### config.mk
export PLATFORM = sky130hd
export DESIGN_NAME = char_accept_ctrl
export DESIGN_NICKNAME = d
export VERILOG_FILES = /design/src/rtl/char_accept_pkg.sv /design/src/rtl/code_classifier.sv /design/src/rtl/ack_timer.sv /design/src/rtl/char_accept_ctrl.sv
export SDC_FILE = /design/constraint.sdc
export NUM_CORES = 1
export LEC_CHECK = 0
export BUFFER_PORTS_ARGS = -buffer_cell sky130_fd_sc_hd__buf_4
export CORE_MARGIN = 4
export CORE_UTILIZATION = 44
export CTS_CLUSTER_SIZE = 8
export DETAILED_ROUTE_END_ITERATION = 16
export GPL_TIMING_DRIVEN = 0
export PLACE_DENSITY = 0.73
export REMOVE_ABC_BUFFERS = 1
export SYNTH_ARGS = -nofsm -noshare
export SYNTH_HDL_FRONTEND = slang
export SYNTH_SLANG_ARGS = --single-unit
### constraint.sdc
create_clock -name clk -period 1.4 [get_ports clk]
set_input_delay 0.07 -clock clk [delete_from_list [all_inputs] [get_ports clk]]
set_output_delay 0.07 -clock clk [all_outputs]
set_load 0.02 [all_outputs]
### src/rtl/char_accept_pkg.sv
package char_accept_pkg;

   typedef enum logic [1:0] {
      ST_IDLE,
      ST_WAIT,
      ST_FILL,
      ST_ACK
   } acc_state_t;

   typedef enum logic [1:0] {
      CK_CTRL,
      CK_PRINT,
      CK_RETURN
   } code_kind_t;

   localparam logic [6:0] ASCII_RETURN = 7'h0D;

endpackage

### src/rtl/code_classifier.sv
module code_classifier
   import char_accept_pkg::*;
#(
   parameter int CODE_W = 7
) (
   input  logic [CODE_W-1:0] code,
   output code_kind_t        kind
);

   logic upper_zero;

   generate
      if (CODE_W < 7) begin : g_bad_width
         $error("code_classifier: CODE_W must be at least 7");
      end
      if (CODE_W > 7) begin : g_wide
         assign upper_zero = ~|code[CODE_W-1:7];
      end else begin : g_narrow
         assign upper_zero = 1'b1;
      end
   endgenerate

   always_comb begin
      if (code[6] | code[5]) begin
         kind = CK_PRINT;
      end else if (upper_zero && (code[6:0] == ASCII_RETURN)) begin
         kind = CK_RETURN;
      end else begin
         kind = CK_CTRL;
      end
   end

endmodule

### src/rtl/ack_timer.sv
module ack_timer #(
   parameter int ACK_CYCLES = 7
) (
   input  logic clk,
   input  logic rst_n,
   input  logic start,
   output logic active,
   output logic last
);

   generate
      if (ACK_CYCLES < 1) begin : g_bad_len
         $error("ack_timer: ACK_CYCLES must be at least 1");
      end
      if (ACK_CYCLES == 1) begin : g_single
         always_ff @(posedge clk or negedge rst_n) begin
            if (!rst_n) active <= 1'b0;
            else        active <= start;
         end
         assign last = active;
      end else begin : g_count
         localparam int CNT_W = $clog2(ACK_CYCLES);
         localparam logic [CNT_W-1:0] LOAD = CNT_W'(ACK_CYCLES - 1);
         logic [CNT_W-1:0] cnt;

         always_ff @(posedge clk or negedge rst_n) begin
            if (!rst_n) begin
               active <= 1'b0;
               cnt    <= '0;
            end else if (start) begin
               active <= 1'b1;
               cnt    <= LOAD;
            end else if (active) begin
               if (cnt == '0) active <= 1'b0;
               else           cnt    <= cnt - 1'b1;
            end
         end
         assign last = active && (cnt == '0);


         ack_count_chk: assert property (@(posedge clk) disable iff (!rst_n)
            (active && cnt != '0 && !start) |=> active);
      end
   endgenerate

endmodule

### src/rtl/char_accept_ctrl.sv
module char_accept_ctrl
   import char_accept_pkg::*;
#(
   parameter int CODE_W     = 7,
   parameter int ACK_CYCLES = 7
) (
   input  logic              clk,
   input  logic              rst_n,
   input  logic [CODE_W-1:0] host_data,
   input  logic              host_strobe,
   input  logic              slot_exposed,
   input  logic              line_start,
   output logic              busy,
   output logic              ack_pulse,
   output logic              mem_wr,
   output logic              clr_req,
   output logic              cur_adv,
   output logic [CODE_W-1:0] wr_char
);

   acc_state_t        state;
   code_kind_t        kind;
   logic [CODE_W-1:0] held;
   logic              wr_q, clr_q, adv_q;
   logic              tmr_start, tmr_active, tmr_last;

   code_classifier #(.CODE_W(CODE_W)) u_class (
      .code (held),
      .kind (kind)
   );

   always_comb begin
      tmr_start = 1'b0;
      if (slot_exposed) begin
         if (state == ST_WAIT && kind != CK_RETURN) tmr_start = 1'b1;
         if (state == ST_FILL && line_start)        tmr_start = 1'b1;
      end
   end

   ack_timer #(.ACK_CYCLES(ACK_CYCLES)) u_timer (
      .clk    (clk),
      .rst_n  (rst_n),
      .start  (tmr_start),
      .active (tmr_active),
      .last   (tmr_last)
   );

   always_ff @(posedge clk or negedge rst_n) begin
      if (!rst_n) begin
         state <= ST_IDLE;
         held  <= '0;
         wr_q  <= 1'b0;
         clr_q <= 1'b0;
         adv_q <= 1'b0;
      end else begin
         wr_q  <= 1'b0;
         clr_q <= 1'b0;
         adv_q <= 1'b0;
         unique case (state)
            ST_IDLE: begin
               if (host_strobe) begin
                  held  <= host_data;
                  state <= ST_WAIT;
               end
            end
            ST_WAIT: begin
               if (slot_exposed) begin
                  unique case (kind)
                     CK_PRINT: begin
                        wr_q  <= 1'b1;
                        adv_q <= 1'b1;
                        state <= ST_ACK;
                     end
                     CK_RETURN: begin
                        wr_q  <= 1'b1;
                        clr_q <= 1'b1;
                        adv_q <= 1'b1;
                        state <= ST_FILL;
                     end
                     default: state <= ST_ACK;
                  endcase
               end
            end
            ST_FILL: begin
               if (slot_exposed) begin
                  if (line_start) begin
                     state <= ST_ACK;
                  end else begin
                     wr_q  <= 1'b1;
                     clr_q <= 1'b1;
                     adv_q <= 1'b1;
                  end
               end
            end
            ST_ACK: begin
               if (tmr_last) state <= ST_IDLE;
            end
            default: state <= ST_IDLE;
         endcase
      end
   end

   assign busy      = (state != ST_IDLE);
   assign ack_pulse = tmr_active;
   assign mem_wr    = wr_q;
   assign clr_req   = clr_q;
   assign cur_adv   = adv_q;
   assign wr_char   = held;


   busy_rise_chk: assert property (@(posedge clk) disable iff (!rst_n)
      $rose(busy) |-> $past(host_strobe));

   held_stable_chk: assert property (@(posedge clk) disable iff (!rst_n)
      (busy && host_strobe) |=> $stable(wr_char));

   wr_exposed_chk: assert property (@(posedge clk) disable iff (!rst_n)
      mem_wr |-> $past(slot_exposed));

   ctrl_drop_chk: assert property (@(posedge clk) disable iff (!rst_n)
      (mem_wr && !clr_req) |-> (wr_char[6] | wr_char[5]));

   clr_with_wr_chk: assert property (@(posedge clk) disable iff (!rst_n)
      clr_req |-> (mem_wr && cur_adv));

   ack_release_chk: assert property (@(posedge clk) disable iff (!rst_n)
      $fell(ack_pulse) |-> $fell(busy));

   idle_quiet_chk: assert property (@(posedge clk) disable iff (!rst_n)
      !busy |-> (!mem_wr && !ack_pulse));

endmodule

# Yosys cells after proc, flatten, opt, wreduce, memory -nomap -nowiden
# Index checks and enable logic that the tools add are counted.
[word_totals] reg_bits=15 input_bits=12 output_inout_bits=12 wordCells=58
[op_classes] add_sub_neg=1 n_eq_ne=13 n_mux=26 bitwise=1 n_reduce_logical=11
[op_table] operator="$mux W2" count=7
[op_table] operator="$ne A2 B2 Y1 const B" count=7
[op_table] operator="$mux W1" count=13
[op_table] operator="$mux W3" count=3
[op_table] operator="$pmux W2 S4" count=1
[op_table] operator="$eq A7 B4 Y1 const B" count=1
[op_table] operator="$eq A2 B2 Y1 const B" count=3
[op_table] operator="$reduce_and A5 Y1" count=1
[op_table] operator="$eq A2 B1 Y1 const B" count=2
[op_table] operator="$pmux W1 S2" count=2
[op_table] operator="$reduce_and A2 Y1" count=2
[op_table] operator="$reduce_bool A2 Y1" count=2
[op_table] operator="$logic_and A1 B1 Y1" count=3
[op_table] operator="$logic_not A3 Y1" count=1
[op_table] operator="$sub A3 B1 Y3 const B" count=1
[op_table] operator="$logic_not A2 Y1" count=1
[op_table] operator="$reduce_or A2 Y1" count=1
[op_table] operator="$or A1 B1 Y1" count=1

# Depth between registers and ports, before layout
[depth] depth_word=10 mapped_depth=6 depth_no_buf=6

# Modules after synthesis
# From an unflattened synthesis, not the netlist that was laid out.
[unflattened] cells_unflattened=72 area_unflattened_um2=832.0
[by_module_without_submodules] mod="char_accept_ctrl" n_inst=1 cells_each=46 area_each_um2=578.1 seq_area_each_um2=275.3
[by_module_without_submodules] mod="ack_timer" n_inst=1 cells_each=22 area_each_um2=225.2 seq_area_each_um2=100.1
[by_module_without_submodules] mod="code_classifier" n_inst=1 cells_each=4 area_each_um2=28.8 seq_area_each_um2=0.0

# Worst setup path before layout
# OpenSTA, ideal clock, no wires.
[synth_path] kind="register -> register" startpoint="register state[1]" endpoint="register state[1]" setup_time_ps=125 arrival_ps=1386 required_time_ps=1275 slack_ps=-111 stages_incl_launch_ff=7 path_buffers=0 period_less_slack_ps=1511 cell_sequence="dfrtp_1 inv_1 ha_1 nor2b_1 o21ai_0 nand3_1 mux2_2"
[synth_via] elab_chain_len=3 word_cells_on_any_way=11 classes_between="8 x eq/ne; 1 x mux; 2 x reduce/logical"
[synth_lines] element="from (decl)" line="char_accept_ctrl.sv:21" source="acc_state_t state;"
[synth_lines] element="from (signal assigned)" line="char_accept_ctrl.sv:50" source="state <= ST_IDLE;"
[synth_lines] element="from (signal assigned)" line="char_accept_ctrl.sv:63" source="state <= ST_WAIT;"
[synth_lines] element="from (signal assigned)" line="char_accept_ctrl.sv:72" source="state <= ST_ACK;"
[synth_lines] element="$eq A2 B2 Y1, or another cell as far along" line="char_accept_ctrl.sv:59" source="unique case (state)"
[synth_lines] element="$ne A2 B2 Y1 (no line)"
[synth_lines] element="$reduce_and A5 Y1 (no line)"
# Parallel ways exist; a longest one is shown, timed or not.
# A chain may end at the register's enable or synchronous reset.

# Worst setup path after layout
# Same ends and word-level chain as after synthesis.

==> impl_metrics.tcl <==
set metrics [dict create \
    yosysUniqueCellTypes 24 \
    die_y_um 50.7 \
    finalSetupViolations 2 \
    cp_slowest_stage_delay_ps 400 \
    die_w_um 50.7 \
    crit_chain "buf_4 -> ha_4 -> o21ai_4 -> nand3_2 -> mux2_4" \
    cts_tree "done" \
    core_um2 1730 \
    cts_buffers 3 \
    path_clk_slew_ps 90 \
    dp_hpwl_um 1110 \
    setup_tns_ps -7.41 \
    setup_ws_ps -4.97 \
    p_leak_nw 0.545 \
    areaGrowthSynthToFinish_pct 47.3 \
    fillers 139 \
    status "complete, but fails checks" \
    max_cap_viol_count 0 \
    critPathLaunchType "flip-flop" \
    start_util_pct 46.4 \
    drc_errors 0 \
    vias 635 \
    finalHoldViolCount 0 \
    violations "negative setup slack" \
    grt_pass1_vias 653 \
    antenna_cells 0 \
    power.density_nw_per_um2 2370 \
    fmax_mhz 712 \
    clk_latency_ps 290 \
    yosysWarnings 0 \
    drive_gt1_share_pct 54.4 \
    grt_max_degree 16 \
    vias_per_cell 4.96 \
    syn_area_per_cell_um2 11.6 \
    crit_slowest_cell "dfrtp_1" \
    num_rows 15 \
    critPathArrivalTime_ps 1590 \
    ys_ff_latch 15 \
    tightestPinTransition_ps 320 \
    finalNetCount 123 \
    skew_ps 5.47 \
    slew_violations 0 \
    maxSlewHeadroom_pct 78.5 \
    port_buffers 23 \
    ios 24 \
    cts_buffer_depth 2 \
    vdd.ir_drop.worst_mv 1.42 \
    cts_htree_levels 1 \
    dr.pass1.iters 4 \
    rsz0062_at_grt "true" \
    fin_crit_sh_pct 100 \
    cts-root-buf "clkbuf_4" \
    crit_type "flip-flop to flip-flop" \
    dpl_worst_slack_ps -277 \
    hold_class "input pin to flip-flop" \
    antenna_found_initial 0 \
    crit_path_end_kind "flip-flop" \
    clock-sinks 15 \
    overflow 0 \
    worst-path-max-fanout 4 \
    syn-instance-count 69 \
    period_minus_slack_ps 1400 \
    dieArea_um2 2570 \
    ys_seq_area_share_pct 46.8 \
    drt_iter0_markers 5 \
    wl_per_cell_um 13.5 \
    critPathRequiredTime_ps 1580 \
    globalplace.congestion 0.761 \
    grt_use_total_pct 15.4 \
    drt_wl_total_um 1720 \
    grt_pass1_wl_um 2860 \
    antenna_left 0 \
    syn_area_um2 802 \
]
-- per-stage QoR --
step	util [%]	cells	hold WS, ps	power [W]	cell area (um2)
detailed placement	57.8	116	-64.8	0.00216	998
global route	68.4	128	6.13	0.00304	1180
floorplan	-	68	-226	0.00173	795
finish	68.4	128	13.1	0.00280	1180
CTS	64.8	127	5.49	0.00259	1120
global placement	57.8	116	-66.9	0.00212	998
-- placed cells by master (no fill, tap or decap), types with 2 or more instances in the layout --
master,count
a211o_1,2
mux2_2,7
clkbuf_4,3
inv_2,2
dfrtp_1,14
nor2_1,2
ha_4,3
nand2b_1,2
buf_4,27
nand2_1,5
nand3b_1,2
inv_1,4
dlygate4sd3_1,3
ha_1,3
o21ai_4,2
-- state kept, by name, summed over array words and instances (netlist names) --
name,count
wr_char,7
u_timer.active,1
u_timer.g_count.cnt,3
clr_req,1
state,2
cur_adv,1
-- cells by family (layout without fill, tap and decap cells) --
group           count (synthesis)  after routing  share of synthesized area (%)
buf+inv                         7             41                           3.74
simple gates                   20             20                           12.9
mux                             8              8                           11.2
compound gates                 11             11                           13.3
xor+xnor                        1              1                           1.09
fa+ha+maj                       7              7                           10.9
flops                          15             15                           46.8
-- where the power goes --
group / switching, W / internal [W]
registers: 0.000187 / 0.000646
logic: 0.000820 / 0.000895
clock network: 0.000141 / 0.000111
-- cell type report --
class,count,area [um2],share of cell area [%]
Inverter,6,22.5,1.91
Timing Repair Buffer,31,244,20.7
Sequential cell,15,377,31.9
Tap cell,25,31.3,2.65
Clock buffer,4,26.3,2.22
Multi-Input combinational cell,47,480,40.7
-- per-layer routing --
| metal | global-route usage (%) | wire length (um) |
|---|---|---|
| met4 | 9.42 | 42 |
| met5 | 0 | 0 |
| met2 | 26.3 | 886 |
| met1 | 16.6 | 658 |
| met3 | 4.45 | 137 |
-- final timing paths --
| path | startpoint | endpoint | slack (ps) | depth (start not counted) |
|---|---|---|---|---|
| min in group asynchronous | rst_n | wr_char[4] | 180 | 2 |
| setup / recovery | state[1] | state[1] | -5 | 5 |
| max in group asynchronous | rst_n | state[0] | 1030 | 2 |
| setup reg to reg | state[1] | state[1] | -5 | 5 |
| hold / removal | host_data[6] | wr_char[6] | 10 | 2 |
| hold reg to reg | u_timer.g_count.cnt[1] | u_timer.g_count.cnt[1] | 500 | 1 |
-- cells in the mapped netlist --
| cell | count | area, um2 |
|---|---|---|
| a211o_1 | 2 | 17.5 |
| a21boi_2 | 1 | 11.3 |
| a21oi_1 | 1 | 5.00 |
| a2bb2oi_1 | 1 | 8.76 |
| buf_4 | 1 | 7.51 |
| dfrtp_1 | 15 | 375 |
| ha_1 | 7 | 87.6 |
| inv_1 | 6 | 22.5 |
| mux2_2 | 8 | 90.1 |
| nand2_1 | 6 | 22.5 |
| nand2b_1 | 2 | 12.5 |
| nand3_1 | 2 | 10.0 |
| nand3b_1 | 2 | 15.0 |
| nor2_1 | 3 | 11.3 |
| nor2b_1 | 2 | 12.5 |
| nor3_1 | 1 | 5.00 |
| nor4_1 | 1 | 6.26 |
| o2111ai_1 | 1 | 8.76 |
| o21a_1 | 1 | 7.51 |
| o21ai_0 | 2 | 10.0 |
| o21ba_2 | 1 | 10.0 |
| o41ai_4 | 1 | 27.5 |
| or2_4 | 1 | 8.76 |
| xnor2_1 | 1 | 8.76 |
-- timing repair --
action                                  4_1_cts  5_1_grt
endpoints found under the setup margin       13       13
hold endpoints to repair                     17        0
pin swaps                                     5        4
gates cloned                                  0        0
hold buffers                                  3        0
setup buffers                                 4        1
gates resized for setup                      12       11
-- worst max-delay path: cells and delay by family (launching register included) --
family	cells	cell delay, ps
compound gates	1	160
fa+ha+maj	1	170
buf+inv	1	160
flops	1	400
mux	1	300
simple gates	1	100
(Power assumes the default switching activity.)
